## config.mk

```make
export PLATFORM = sky130hd
export DESIGN_NAME = flrd_read_mux
export DESIGN_NICKNAME = d
export VERILOG_FILES = /design/src/rtl/flrd_pkg.sv /design/src/rtl/flrd_array_fmt.sv /design/src/rtl/flrd_id_sel.sv /design/src/rtl/flrd_query_rom.sv /design/src/rtl/flrd_status_reg.sv /design/src/rtl/flrd_read_mux.sv
export SDC_FILE = /design/constraint.sdc
export NUM_CORES = 1
export LEC_CHECK = 0
export ABC_CLOCK_PERIOD_IN_PS = 2600
export BUFFER_PORTS_ARGS = -buffer_cell sky130_fd_sc_hd__buf_2
export CAP_MARGIN = 10
export CORE_ASPECT_RATIO = 0.5
export CORE_MARGIN = 3
export CORE_UTILIZATION = 51
export CTS_BUF_LIST = sky130_fd_sc_hd__clkbuf_16
export DETAILED_ROUTE_END_ITERATION = 10
export GPL_ROUTABILITY_DRIVEN = 0
export GPL_TIMING_DRIVEN = 0
export MAX_ROUTING_LAYER = met4
export PLACE_DENSITY = 0.85
export REMOVE_ABC_BUFFERS = 1
export SLEW_MARGIN = 10
export SYNTH_ARGS = -nofsm -noshare
export SYNTH_HDL_FRONTEND = slang
export SYNTH_SLANG_ARGS = --single-unit
```

## constraint.sdc

```tcl
create_clock -name clk -period 2.6 [get_ports clk]
set_input_delay 0.13 -clock clk [delete_from_list [all_inputs] [get_ports clk]]
set_output_delay 0.13 -clock clk [all_outputs]
set_load 0.005 [all_outputs]
```

## src/rtl/flrd_pkg.sv

```systemverilog
package flrd_pkg;

  localparam logic [2:0] MODE_READ        = 3'd0;
  localparam logic [2:0] MODE_ERASE_SETUP = 3'd1;
  localparam logic [2:0] MODE_AUTOSEL     = 3'd2;
  localparam logic [2:0] MODE_BUSY        = 3'd3;
  localparam logic [2:0] MODE_QUERY       = 3'd4;

  localparam logic [7:0] QUERY_LEN = 8'h52;

  typedef enum logic [1:0] {
    SRC_ARRAY  = 2'd0,
    SRC_ID     = 2'd1,
    SRC_STATUS = 2'd2,
    SRC_QUERY  = 2'd3
  } flrd_src_e;

  // shift amount that converts a byte offset to a bus-word offset
  function automatic int unsigned off_shift(input int unsigned bus_bytes);
    if (bus_bytes >= 4) return 2;
    else if (bus_bytes == 2) return 1;
    else return 0;
  endfunction

  // pack bytes with the lowest address in the least significant lane
  function automatic logic [31:0] pack_le(input logic [31:0] b, input logic [1:0] sz);
    case (sz)
      2'd0:    return {24'h0, b[7:0]};
      2'd1:    return {16'h0, b[15:8], b[7:0]};
      default: return b;
    endcase
  endfunction

  // pack bytes with the lowest address in the most significant lane
  function automatic logic [31:0] pack_be(input logic [31:0] b, input logic [1:0] sz);
    case (sz)
      2'd0:    return {24'h0, b[7:0]};
      2'd1:    return {16'h0, b[7:0], b[15:8]};
      default: return {b[7:0], b[15:8], b[23:16], b[31:24]};
    endcase
  endfunction

endpackage

```

## src/rtl/flrd_array_fmt.sv

```systemverilog
module flrd_array_fmt #(
  parameter bit BIG_ENDIAN = 1'b0
) (
  input  logic [31:0] arr_bytes,
  input  logic [1:0]  rd_size,
  output logic [31:0] arr_word
);
  import flrd_pkg::*;

  generate
    if (BIG_ENDIAN) begin : g_be
      assign arr_word = pack_be(arr_bytes, rd_size);
    end else begin : g_le
      assign arr_word = pack_le(arr_bytes, rd_size);
    end
  endgenerate

endmodule

```

## src/rtl/flrd_id_sel.sv

```systemverilog
module flrd_id_sel #(
  parameter int unsigned    ID_W    = 16,
  parameter logic [ID_W-1:0] MAN_ID  = '0,
  parameter logic [ID_W-1:0] DEV_ID  = '0,
  parameter logic [ID_W-1:0] EXT_ID0 = '1,
  parameter logic [ID_W-1:0] EXT_ID1 = '1
) (
  input  logic [7:0]  word_off,
  output logic        id_hit,
  output logic [31:0] id_word
);
  localparam logic [ID_W-1:0] ALL_ONES = {ID_W{1'b1}};
  localparam bit EXT0_USED = (EXT_ID0 != ALL_ONES);
  localparam bit EXT1_USED = (EXT_ID1 != ALL_ONES);

  always_comb begin
    id_hit  = 1'b0;
    id_word = 32'h0;
    case (word_off)
      8'h00: begin id_hit = 1'b1; id_word = 32'(MAN_ID); end
      8'h01: begin id_hit = 1'b1; id_word = 32'(DEV_ID); end
      8'h02: begin id_hit = 1'b1; id_word = 32'h0;       end
      8'h0E: begin id_hit = EXT0_USED; id_word = 32'(EXT_ID0); end
      8'h0F: begin id_hit = EXT1_USED; id_word = 32'(EXT_ID1); end
      default: ;
    endcase
  end

endmodule

```

## src/rtl/flrd_query_rom.sv

```systemverilog
module flrd_query_rom #(
  parameter int unsigned SECTOR_LOG2     = 16,
  parameter int unsigned SECTOR_CNT_LOG2 = 6
) (
  input  logic [7:0] word_off,
  output logic [7:0] q_byte
);
  import flrd_pkg::*;

  localparam logic [7:0]  SIZE_LOG2  = 8'(SECTOR_LOG2 + SECTOR_CNT_LOG2);
  localparam logic [31:0] SECT_LAST  = 32'((64'd1 << SECTOR_CNT_LOG2) - 64'd1);
  localparam logic [31:0] SECT_BYTES = 32'(64'd1 << SECTOR_LOG2);

  function automatic logic [7:0] table_byte(input logic [7:0] o);
    case (o)
      8'h10: return 8'h51;            // signature letters
      8'h11: return 8'h52;
      8'h12: return 8'h59;
      8'h13: return 8'h02;            // command set id
      8'h15: return 8'h31;            // extended table pointer
      8'h1B: return 8'h27;            // supply window
      8'h1C: return 8'h36;
      8'h1F: return 8'h07;
      8'h21: return 8'h09;            // erase timing hints
      8'h22: return 8'h0C;
      8'h23: return 8'h01;
      8'h25: return 8'h0A;
      8'h26: return 8'h0D;
      8'h27: return SIZE_LOG2;        // device size as a power of two
      8'h28: return 8'h02;            // interface width code
      8'h2C: return 8'h01;            // one uniform erase region
      8'h2D: return SECT_LAST[7:0];
      8'h2E: return SECT_LAST[15:8];
      8'h2F: return SECT_BYTES[15:8];
      8'h30: return SECT_BYTES[23:16];
      8'h31: return 8'h50;            // extended signature
      8'h32: return 8'h52;
      8'h33: return 8'h49;
      8'h34: return 8'h31;
      8'h35: return 8'h30;
      default: return 8'h00;
    endcase
  endfunction

  assign q_byte = (word_off < QUERY_LEN) ? table_byte(word_off) : 8'h00;

endmodule

```

## src/rtl/flrd_status_reg.sv

```systemverilog
module flrd_status_reg (
  input  logic       clk,
  input  logic       rst_n,
  input  logic       busy_read,
  input  logic       prog_load,
  input  logic       prog_d7,
  input  logic       erase_start,
  input  logic       op_done,
  output logic [7:0] status_q
);
  logic any_event;
  assign any_event = erase_start | prog_load | op_done;

  always_ff @(posedge clk) begin
    if (!rst_n)           status_q <= 8'h00;
    else if (erase_start) status_q <= 8'h00;
    else if (prog_load)   status_q <= {~prog_d7, 7'h7F};
    else if (op_done)     status_q <= status_q ^ 8'h80;
    else if (busy_read)   status_q <= status_q ^ 8'h40;
  end

  a_r8_erase_clear: assert property (@(posedge clk) disable iff (!rst_n)
    erase_start |=> status_q == 8'h00);

  a_r8_prog_load: assert property (@(posedge clk) disable iff (!rst_n)
    (prog_load && !erase_start) |=> status_q == {~$past(prog_d7), 7'h7F});

  a_r7_toggle: assert property (@(posedge clk) disable iff (!rst_n)
    (busy_read && !any_event) |=> status_q == ($past(status_q) ^ 8'h40));

  a_r11_hold: assert property (@(posedge clk) disable iff (!rst_n)
    (!busy_read && !any_event) |=> $stable(status_q));

endmodule

```

## src/rtl/flrd_read_mux.sv

```systemverilog
module flrd_read_mux #(
  parameter int unsigned     BUS_BYTES       = 2,
  parameter bit              BIG_ENDIAN      = 1'b0,
  parameter int unsigned     ID_W            = 16,
  parameter logic [ID_W-1:0] MAN_ID          = 16'h0001,
  parameter logic [ID_W-1:0] DEV_ID          = 16'h227E,
  parameter logic [ID_W-1:0] EXT_ID0         = 16'h2210,
  parameter logic [ID_W-1:0] EXT_ID1         = 16'hFFFF,
  parameter int unsigned     SECTOR_LOG2     = 16,
  parameter int unsigned     SECTOR_CNT_LOG2 = 6
) (
  input  logic        clk,
  input  logic        rst_n,
  input  logic [2:0]  mode,
  input  logic        rd_en,
  input  logic [7:0]  rd_addr_lo,
  input  logic [1:0]  rd_size,
  input  logic [31:0] arr_bytes,
  input  logic        prog_load,
  input  logic        prog_d7,
  input  logic        erase_start,
  input  logic        op_done,
  output logic        rd_valid,
  output logic [31:0] rd_data
);
  import flrd_pkg::*;

  localparam int unsigned SHIFT = off_shift(BUS_BYTES);

  logic [7:0]  word_off;
  logic [31:0] arr_word;
  logic        id_hit;
  logic [31:0] id_word;
  logic [7:0]  q_byte;
  logic [7:0]  status_val;
  logic        busy_read;
  flrd_src_e   src_sel;
  logic [31:0] sel_word;

  assign word_off  = rd_addr_lo >> SHIFT;
  assign busy_read = rd_en && (mode == MODE_BUSY);

  flrd_array_fmt #(.BIG_ENDIAN(BIG_ENDIAN)) u_fmt (
    .arr_bytes (arr_bytes),
    .rd_size   (rd_size),
    .arr_word  (arr_word)
  );

  flrd_id_sel #(
    .ID_W(ID_W), .MAN_ID(MAN_ID), .DEV_ID(DEV_ID),
    .EXT_ID0(EXT_ID0), .EXT_ID1(EXT_ID1)
  ) u_id (
    .word_off (word_off),
    .id_hit   (id_hit),
    .id_word  (id_word)
  );

  flrd_query_rom #(
    .SECTOR_LOG2(SECTOR_LOG2), .SECTOR_CNT_LOG2(SECTOR_CNT_LOG2)
  ) u_query (
    .word_off (word_off),
    .q_byte   (q_byte)
  );

  flrd_status_reg u_status (
    .clk         (clk),
    .rst_n       (rst_n),
    .busy_read   (busy_read),
    .prog_load   (prog_load),
    .prog_d7     (prog_d7),
    .erase_start (erase_start),
    .op_done     (op_done),
    .status_q    (status_val)
  );

  // source choice; unlisted mode values read the array
  always_comb begin
    case (mode)
      MODE_AUTOSEL: src_sel = id_hit ? SRC_ID : SRC_ARRAY;
      MODE_BUSY:    src_sel = SRC_STATUS;
      MODE_QUERY:   src_sel = SRC_QUERY;
      default:      src_sel = SRC_ARRAY;
    endcase
  end

  always_comb begin
    case (src_sel)
      SRC_ID:     sel_word = id_word;
      SRC_STATUS: sel_word = {24'h0, status_val};
      SRC_QUERY:  sel_word = {24'h0, q_byte};
      default:    sel_word = arr_word;
    endcase
  end

  always_ff @(posedge clk) begin
    if (!rst_n) begin
      rd_valid <= 1'b0;
      rd_data  <= 32'h0;
    end else begin
      rd_valid <= rd_en;
      if (rd_en) rd_data <= sel_word;
    end
  end

  a_r2_valid_follows: assert property (@(posedge clk) disable iff (!rst_n)
    rd_en |=> rd_valid);

  a_r2_valid_idle: assert property (@(posedge clk) disable iff (!rst_n)
    !rd_en |=> !rd_valid);

  a_r7_status_out: assert property (@(posedge clk) disable iff (!rst_n)
    busy_read |=> rd_data == {24'h0, $past(status_val)});

  a_r5_unprotected: assert property (@(posedge clk) disable iff (!rst_n)
    (rd_en && mode == MODE_AUTOSEL && word_off == 8'h02) |=> rd_data == 32'h0);

  a_r9_query_tail: assert property (@(posedge clk) disable iff (!rst_n)
    (rd_en && mode == MODE_QUERY && word_off >= QUERY_LEN) |=> rd_data == 32'h0);

endmodule

```

; ---- Word level (Yosys, flattened, before mapping)
; Memories as Yosys holds them, arrays and structs flattened.
; Index checks and enable logic that the tools add are counted.
[word_totals]
wordCells = 43
memories = 1
input_bits = 52
rom_bits = 448
regBits = 41
[op_classes]
bitwise = 4
eq_ne = 12
reduce_logical = 9
n_lt_le_gt_ge = 1
n_mux = 11
[mem_list]
columns = memory, words, word_bits, rd, rd_ports_with_merged_regs, wr, line
row1 = (name not given), 64, 7, 1, 0, 0, flrd_query_rom.sv:15  ; case (o)
[ops]
columns = op, count
row1 = one-hot mux 32 bit (3 select lines), 1
row2 = one-hot mux 16 bit (4 select lines), 1
row3 = one-hot mux 32 bit (2 select lines), 1
row4 = two-way mux 8 bit, 4
row5 = "== test 7 x 4 -> 1 bit, second input constant", 2
row6 = zero test 8 bit, 1
row7 = "== test 7 x 1 -> 1 bit, second input constant", 1
row8 = "== test 7 x 2 -> 1 bit, second input constant", 1
row9 = "less-than comparator 7 bit, second input constant", 1
row10 = two-way mux 7 bit, 1
row11 = "== test 3 x 2 -> 1 bit, second input constant", 2
row12 = one-hot mux 2 bit (3 select lines), 1
row13 = "== test 2 x 1 -> 1 bit, second input constant", 2
row14 = "== test 2 bit, second input constant", 2
row15 = zero test 2 bit, 2
row16 = NOT 1 bit, 4
row17 = nonzero test 2 bit, 2
row18 = OR reduction 4 bit, 1
row19 = "== test 3 bit, second input constant", 1
row20 = two-way mux 1 bit, 2
row21 = "inequality test 2 bit, second input constant", 1
row22 = AND reduction 2 bit, 1
row23 = OR reduction 2 bit, 1
row24 = logical AND 1 bit, 1

; ---- Depth between registers and ports, before layout
; Gate-level depths: netlist of the first run.
[logic_depth]
depth_word = 7
depth_mapped = 9

; ---- By module
; Synthesis of the first run repeated with hierarchy kept, for this count alone.
[unflattened]
cells_unflattened = 395
area_unflattened_um2 = 3049.2
[modules_own_cells]
columns = mod, n_inst, cells_each, seq_area_each_um2, area_per_inst_um2
row1 = flrd_read_mux, 1, 222, 660.6, 1838.0
row2 = flrd_query_rom, 1, 76, 0.0, 474.2
row3 = flrd_id_sel, 1, 43, 0.0, 311.5
row4 = flrd_array_fmt, 1, 35, 0.0, 251.5
row5 = flrd_status_reg, 1, 19, 60.1, 173.9

; ---- Worst setup path before layout of the first run
; No wires, ideal clock.
[synth_path]
path_type = input port to flip-flop
startpoint = input rd_addr_lo[1]
endpoint = register rd_data[17]
path_stages = 9
t_required_ns = 2.540
path_buffers = 2
t_arrival_ns = 1.676
setup_ns = 0.060
setup_slack_ns = 0.864
path_cell_list = inv_1 -> ha_1 -> or3_4 -> a211oi_2 -> o21a_2 -> and3_1 -> buf_6 -> buf_8 -> a22o_1
[synth_between]
elab_chain_len = 7
elab_cells_between_ends = 12
cone_classes = eq/ne (6) / mux (4) / reduce/logical (2)
[synth_lines]
columns = item, line
row1 = "start, declared", flrd_read_mux.sv:16  ; input logic [7:0] rd_addr_lo,
row2 = "== test 7 x 2 -> 1 bit, or another cell as far along", flrd_id_sel.sv:19  ; case (word_off)
row3 = OR reduction 4 bit (no source line) *, n/a
row4 = two-way mux 1 bit *, flrd_id_sel.sv:19
row5 = two-way mux 1 bit *, flrd_read_mux.sv:79  ; MODE_AUTOSEL: src_sel = id_hit ? SRC_ID : SRC_ARRAY;
row6 = one-hot mux 2 bit (3 select lines) *, flrd_read_mux.sv:78  ; case (mode)
row7 = == test 2 bit or == test 2 x 1 -> 1 bit (tied branches), flrd_read_mux.sv:87  ; case (src_sel)
row8 = one-hot mux 32 bit (3 select lines) *, flrd_read_mux.sv:87
row9 = "end signal, assigned", flrd_read_mux.sv:101  ; if (rd_en) rd_data <= sel_word;
row10 = "end, declared", flrd_read_mux.sv:24  ; output logic [31:0] rd_data
; Every way passes the cells marked *; elsewhere a longest branch is shown, timed or not.
; A chain may end at the register's enable or synchronous reset.

; ---- Worst setup path after layout of the first run
; Same ends and word-level chain as after synthesis.

==> impl_summary.md, run 1 <==
Run status
The run finished with clean final reports.

Yosys
The instance count of the mapped netlist is 216. The number of distinct standard cells referenced by the synthesized netlist is 55. The area of the mapped netlist is 0.00191 mm2. The sequential fraction of the synthesis area is 0.377. The top flip-flop cell by instance count after synthesis is sky130_fd_sc_hd__dfxtp_1.

Dividing the synthesized area by the synthesized cell count gives 8.86 um2. The Yosys warning count is 0. The post-synthesis register bit count is 36. In this run, synthesis inferred 0 flip-flops with an integrated enable. The proportion of synthesized flip-flops having asynchronous set or reset is 0.

Pwr
The internal portion of the total power is 1140 uW. For this design the static power due to leakage is 0.00114 uW. The total power per unit cell area is 603 mW/mm2. The share of total power dissipated in combinational logic is 0.155. The analysis attributes to net switching a power of 346 uW. Of the total power, the clock network draws 0.442.

VDD sags by at most 315 uV. The part of the power in registers is 0.403. The switching portion of total power is 0.233.

Flow run
Across the run, the number of max-cap violations was 0.

Route
For this run, design rule violations remaining after detail routing come to 0. In this run the remaining antenna-violating nets after routing total 0. The first routing iteration left 146 violations. The ratio of routed vias to standard cells is 5.78. The detailed-router iteration count before antenna repair is 4. The final routed wirelength across all metal layers is 5230 um. The detailed-route wire length per cell is 15.4 um.

The routed layout has 1,964 vias.

Layout
The filler cells instantiated in the layout total 287. 0 antenna diodes ended up in the layout. The library cells used most frequently in the layout, excluding fill and tap cells, are 83 x sky130_fd_sc_hd__buf_2, 36 x sky130_fd_sc_hd__dfxtp_1, 18 x sky130_fd_sc_hd__nor2_1. The area growth from synthesis to layout is 28.7%. The sequential cells in the finished layout cover a total of 721 um2.

The library cell used most frequently in the layout, excluding fill and tap cells, is sky130_fd_sc_hd__buf_2. The share of post-route cells with drive strength above 1 is 0.353. The multi-input gate area in the final layout is 0.00109 mm2.

At the end of the flow, the number of nets in the layout was 346.

CTS
In this run the clock root is driven by a sky130_fd_sc_hd__clkbuf_16. The number of levels the H-tree was split into is 2. Hold repair after CTS inserted 0 buffers. TritonCTS built the clock tree.

The number of clock sinks is 36. The maximum buffer depth of the clock tree is 2. After clock tree synthesis, the clock-pin slew on the worst setup and hold paths is 0.05 ns. In this run the post-CTS setup repair buffer count came out at 0. The number of gates resized after cts is 0. Buffers inserted during clock tree synthesis total 5. For the worst-skew pair, the clock arrives at the later sink with an insertion delay of 0.27 ns.

Timing
The clock period minus worst slack is 2.27 ns. The number of hold violations in the final report is 0. The relative slew slack is 0.260. For the pin with the worst max-slew slack, the measured transition is 1.11 ns.

The ratio of final minimum period to clock period is 0.873. After routing, the total negative slack on setup checks comes to 0 ns. The final-report max-slew violation count is 0. Setup repair after global routing left no endpoint under its margin. The fmax is 0.441 GHz.

For the final database, setup skew stands at 0.00177 ns. The count of endpoints failing setup in the final report is 0. After layout, the worst setup slack is 0.331 ns.

Critical path
The path type of the worst setup path is in -> reg. The worst reg2reg path startpoint is u_status.status_q[4]. In this run the worst setup path begins at rd_addr_lo[1]. Walking the worst path, the cells encountered are buf_2 > inv_1 > ha_1 > or3_4 > a211oi_2 > o21a_2 > and3_1 > a22o_1. The critical path contains buffers and inverters numbering 2 combined. The data arrival at the endpoint of the critical path is 2.48 ns. The required arrival time at the worst endpoint is 2.81 ns. In this run the worst path has a maximum fanout of 16. The biggest cell delay along the critical path is 0.57 ns. The kind of start point of the critical path is an input port. Grouping stages by cell kind, the critical path spends the most delay in simple AND/OR/NAND/NOR gates. The worst setup path is captured at a register. The standard cell with the maximum stage delay on the critical path is sky130_fd_sc_hd__and3_1.

Die
The die width is 92.6 um. After floorplanning, the core was divided into 15 placement rows. The die covers 0.00457 mm2. The starting density of the core is 0.545. The placeable core region is 0.00351 mm2. During I/O placement, the number of pins put on the boundary was 85. The vertical die dimension is 49.3 um.

Global routing
The initial antenna violation count is 0. The sum of overflow across all layers after global routing is 0. Across every metal layer, demand over resource in global routing totals 0.234. The first-pass GRT wire length is 8220 um. Entering global routing, the biggest net connects 24 pins. The number of global-route vias before repair is 1,708.

Worst hold path
In this run the worst hold path is classified as in -> reg. The startpoint of the most critical hold path is prog_d7.

Placement
Input and output buffers added on the ports amount to 83. The post-detailed-placement half-perimeter wirelength is 3760 um. Prior to clock tree synthesis, the placed netlist has a worst setup slack of 0.0910 ns.
## worst register-to-register path, delay by kind of cell (launching register included)
family | cells | cell delay [ns]
AND/OR/NAND/NOR | 1 | 0.20
AO/OA/AOI/OAI | 2 | 0.62
flip-flops | 1 | 0.31
## registers in the layout (all words and copies together), names as in the netlist
signal,cells
rd_data,32
rd_valid,1
u_status.status_q,3
## logic make-up after synthesis
family,count (synthesis),share of synthesized area
fa+ha+maj,6,0.0392
mux,4,0.0216
flops,36,0.377
xor+xnor,2,0.00916
buf+inv,21,0.0549
compound gates,83,0.324
simple gates,64,0.174
## worst paths after layout
kind                          endpoint  slack (ns)  depth (start not counted)
setup / recovery           rd_data[17]        0.33                          8
hold / removal    u_status.status_q[7]        0.04                          2
setup reg to reg            rd_data[5]        1.37                          3
hold reg to reg             rd_data[6]        0.47                          1
## metal layers
layer  GRT usage  part of all wire  up-vias
li1            -                 -      948
met1       0.294              0.42      927
met2       0.371              0.48       85
met3      0.0601             0.090        4
met4      0.0730            0.0082        0
met5           -                 0        -
## final cells by class
type | instances | area share
well taps | 51 | 0.0259
multi-input cells | 159 | 0.442
flip-flops and latches | 36 | 0.293
inverters | 3 | 0.00457
repair buffers | 83 | 0.169
clock buffers | 5 | 0.0508
clock inverters | 3 | 0.0158
## power by group through the flow
stage                     clock network, uW  registers, uW  logic, uW
after floorplan                           0            612        109
after global placement                    0            608        220
after detailed placement                  0            609        226
after CTS                               664            598        228
after global routing                    700            600        253
final                                   656            598        229
## cells in the mapped netlist, types with 4 or more instances
cell type	count	area (um2)
sky130_fd_sc_hd__dfxtp_1	36	721
sky130_fd_sc_hd__nor2_1	18	67.6
sky130_fd_sc_hd__a22o_1	16	140
sky130_fd_sc_hd__o21ai_0	14	70.1
sky130_fd_sc_hd__nand2_1	11	41.3
sky130_fd_sc_hd__a21oi_1	10	50.1
sky130_fd_sc_hd__o21a_1	8	60.1
sky130_fd_sc_hd__a31oi_1	7	43.8
sky130_fd_sc_hd__clkbuf_1	7	26.3
sky130_fd_sc_hd__buf_2	6	30.0
sky130_fd_sc_hd__ha_1	6	75.1
sky130_fd_sc_hd__nand2b_1	6	37.5
sky130_fd_sc_hd__nand3_1	6	30.0
sky130_fd_sc_hd__nor2b_1	5	31.3
sky130_fd_sc_hd__o221a_2	5	56.3
sky130_fd_sc_hd__and2_1	4	25.0
## stage by stage
| stage | total power [uW] | utilization | area (um2) | hold slack, ns | std cells |
|---|---|---|---|---|---|
| 6_report | 1480 | 0.702 | 2460 | 0.0368 | 340 |
| 5_1_grt | 1550 | 0.702 | 2460 | 0.0467 | 340 |
| 4_1_cts | 1490 | 0.702 | 2460 | 0.0319 | 340 |
| 3_5_place_dp | 835 | 0.655 | 2300 | 0.321 | 332 |
| 3_3_place_gp | 827 | 0.655 | 2300 | 0.316 | 332 |
| 2_1_floorplan | 721 | - | 1820 | 0.225 | 198 |
(Power assumes the default switching activity.)
==> run 2, diff against run 1 <==
--- a/config.mk
+++ b/config.mk
@@ -5,18 +5,21 @@
 export SDC_FILE = /design/constraint.sdc
 export NUM_CORES = 1
 export LEC_CHECK = 0
+export ABC_AREA = 0
 export ABC_CLOCK_PERIOD_IN_PS = 2600
 export BUFFER_PORTS_ARGS = -buffer_cell sky130_fd_sc_hd__buf_2
 export CAP_MARGIN = 10
+export CELL_PAD_IN_SITES_DETAIL_PLACEMENT = 0
+export CELL_PAD_IN_SITES_GLOBAL_PLACEMENT = 2
 export CORE_ASPECT_RATIO = 0.5
 export CORE_MARGIN = 3
-export CORE_UTILIZATION = 51
+export CORE_UTILIZATION = 28
 export CTS_BUF_LIST = sky130_fd_sc_hd__clkbuf_16
 export DETAILED_ROUTE_END_ITERATION = 10
 export GPL_ROUTABILITY_DRIVEN = 0
 export GPL_TIMING_DRIVEN = 0
 export MAX_ROUTING_LAYER = met4
-export PLACE_DENSITY = 0.85
+export PLACE_DENSITY = 0.84
 export REMOVE_ABC_BUFFERS = 1
 export SLEW_MARGIN = 10
 export SYNTH_ARGS = -nofsm -noshare
==> run 2 against run 1 <==
  * First-iteration DRC count decreased by 68%
  * Core utilization decreased by 31 points
  * Highest routed layer unchanged
  * Clock power is essentially flat
  * Combinational power about the same
  * Critical path type unchanged
==> impl_summary.md, run 2 (synthesis results as in run 1) <==
Placement
The number of buffer cells added on primary ports is 83 (unchanged). The pre-CTS worst setup slack came to 0.0195 ns (-0.0715 ns). The post-detailed-placement half-perimeter wirelength was 3990 um (+6.1%).

The total cell area at the placement stage is 0.00234 mm2 (+2.0%).

Timing
The number of hold violations in the final report is 0 (unchanged). The relative slew slack is 0.202 (-0.0581). The clock period minus worst slack is 2.28 ns (+0.0156 ns). The fmax came to 0.438 GHz (-0.68%). The worst hold margin is 0.0372 ns (+0.000371 ns). The final-report max-slew violation count is 0 (unchanged).

Setup repair after global routing left no endpoint under its margin. The least setup slack across all paths after layout was 0.316 ns (-0.0156 ns). The ratio of final minimum period to clock period is 0.879 (+0.00598). The post-route setup TNS came to 0 ns (unchanged). The maximum clock skew at final layout is 0.00218 ns (+0.000412 ns). The count of endpoints failing setup in the final report was 0 (unchanged). The slew of the pin with the lowest slew margin is 1.20 ns (+0.0869 ns).

Global routing
The first-pass GRT wire length is 8630 um (+5.0%). The busiest layer in global routing is met2. The global-route usage over all layers came to 0.137 (-0.0963). The largest net degree at the start of global routing is 24 (unchanged).

The met2 capacity usage during global routing is 0.227 (-0.144). The number of global-route vias before repair is 1,802 (+5.5%). The initial antenna violation count is 0 (unchanged).

The sum of overflow across all layers after global routing is 0 (unchanged). The routing usage on met1 is 0.175 (-0.119). The met3 usage in global routing is 0.0262 (-0.0339).

Flow run
The count of max-cap constraint violations was 0 (unchanged).

Critical path
The path type of the worst setup path is in -> reg. The worst setup path is launched from an input port. The sum of buffers and inverters on the critical path is 2 (unchanged).

The kind of cell adding the most delay to the critical path is simple AND/OR/NAND/NOR gates. The required arrival time at the worst endpoint is 2.81 ns (about the same). The largest driver fanout on the critical path is 16 (unchanged).

The worst setup path is captured at a register. Walking the worst path, the cells encountered are buf_2 > inv_1 > ha_1 > or3_4 > a211oi_2 > o21a_2 > and3_1 > a22o_1. The standard cell with the maximum stage delay on the critical path is sky130_fd_sc_hd__and3_1. The data arrival at the endpoint of the critical path is 2.49 ns (about the same). The biggest cell delay along the critical path was 0.59 ns (+0.02 ns).

CTS
The clock-pin slew reported for the worst setup and hold paths after clock tree synthesis came to 0.05 ns (about the same). The number of clock sinks is 36 (unchanged). The number of levels the H-tree was split into is 2 (unchanged).

The post-CTS setup-driven buffer insertion count is 0 (unchanged). The number of buffers inserted during clock tree synthesis is 5 (unchanged). The tree is rooted in a sky130_fd_sc_hd__clkbuf_16.

The clock insertion delay at the later pin of the skew report is 0.27 ns (about the same). The number of gates resized after cts came to 0 (unchanged). The maximum buffer depth of the clock tree was 2 (unchanged).

The CTS tree is yes. The number of buffers inserted for hold repair after clock tree synthesis was 0 (unchanged).

Route
The detailed-route wire length per cell was 14.4 um (-6.7%). The final routed wirelength across all metal layers is 5410 um (+3.4%). The DRC violation count after routing is 0 (unchanged).

The post-detailed-route count of antenna-violating nets came to 0 (unchanged). The ratio of routed vias to standard cells is 4.96 (-14%). The via count of the routed design was 1,871 (-4.7%).

The DRC violation total after the first TritonRoute iteration is 46 (-68%). The detailed-router iteration count before antenna repair is 4 (unchanged).

Layout
The register bank with the most flops is rd_data. The number of flip-flops under the largest register name is 32 (unchanged). The number of nets in the layout is 346 (unchanged). The number of diodes is 0 (unchanged). In the layout the commonest cells are 83 x sky130_fd_sc_hd__buf_2, 36 x sky130_fd_sc_hd__dfxtp_1, 18 x sky130_fd_sc_hd__nor2_1. The largest registers in the layout are rd_data: 32 flops, u_status.status_q: 3 flops, rd_valid: 1 flops.

The post-layout instance area is 0.00251 mm2 (+1.9%). The area growth from synthesis to layout is 31.1%. The share of post-route cells with drive strength above 1 is 0.353 (unchanged).

The library cell used most frequently in the layout, excluding fill and tap cells, is sky130_fd_sc_hd__buf_2.

Die
The row count is 20 (+5). The die outline area was 0.00792 mm2 (+73%). The number of top-level pins is 85 (unchanged). The die width is 123 um (+33%). The vertical die dimension was 64.5 um (+31%). The placeable core region is 0.00633 mm2 (+80%).

The starting density of the core is 0.302 (-0.243).

Pwr
The leakage power summed over all cells came to 0.00114 uW (unchanged). The highest ir drop seen on vdd was 214 uV (-32%). The total power per unit cell area came to 592 mW/mm2 (-1.8%).

Worst hold path
The path class of the tightest hold or removal check is in -> reg.

Run status
The run finished with clean final reports.
-- run 2: cell counts in the layout (fill, tap and decap cells not counted) --
Identical to the previous run, type by type.
-- run 2: through the flow --
stage               instances  total power, uW   util
detailed placement        369              839  0.370
floorplan                 198              721      -
finish                    377             1480  0.396
global route              377             1560  0.396
global placement          369              837  0.370
CTS                       377             1500  0.396
-- run 2: layout make-up --
class | instances | area, um2
fill | 656 | 3820
inverter | 3 | 11.3
clock buffer | 5 | 125
tap | 88 | 110
multi-input combinational | 159 | 1090
clock inverter | 3 | 38.8
sequential | 36 | 721
timing repair buffer | 83 | 415
-- run 2: routing by layer --
| layer | share of wire | wire (um) | up-vias |
|---|---|---|---|
| met1 | 0.47 | 2520 | 870 |
| met4 | 0.0083 | 45 | 0 |
| met3 | 0.053 | 287 | 5 |
| met5 | 0 | 0 | - |
| li1 | - | - | 945 |
| met2 | 0.47 | 2550 | 51 |
-- run 2: path summary, 6_finish.rpt --
kind                                            from                   end  slack, ns  cells after the start
worst min register to register           rd_data[17]           rd_data[17]       0.47                      1
worst max-delay path                   rd_addr_lo[1]           rd_data[19]       0.32                      8
worst max register to register  u_status.status_q[4]            rd_data[5]       1.31                      3
worst min-delay path                         prog_d7  u_status.status_q[7]       0.04                      2
-- run 2: where the power goes --
group | switching [uW] | total (uW) | internal [uW] | leakage (uW)
combinational | 122 | 230 | 108 | 0.000759
sequential | 14.3 | 597 | 583 | 0.000296
clock | 212 | 658 | 446 | 0.0000850
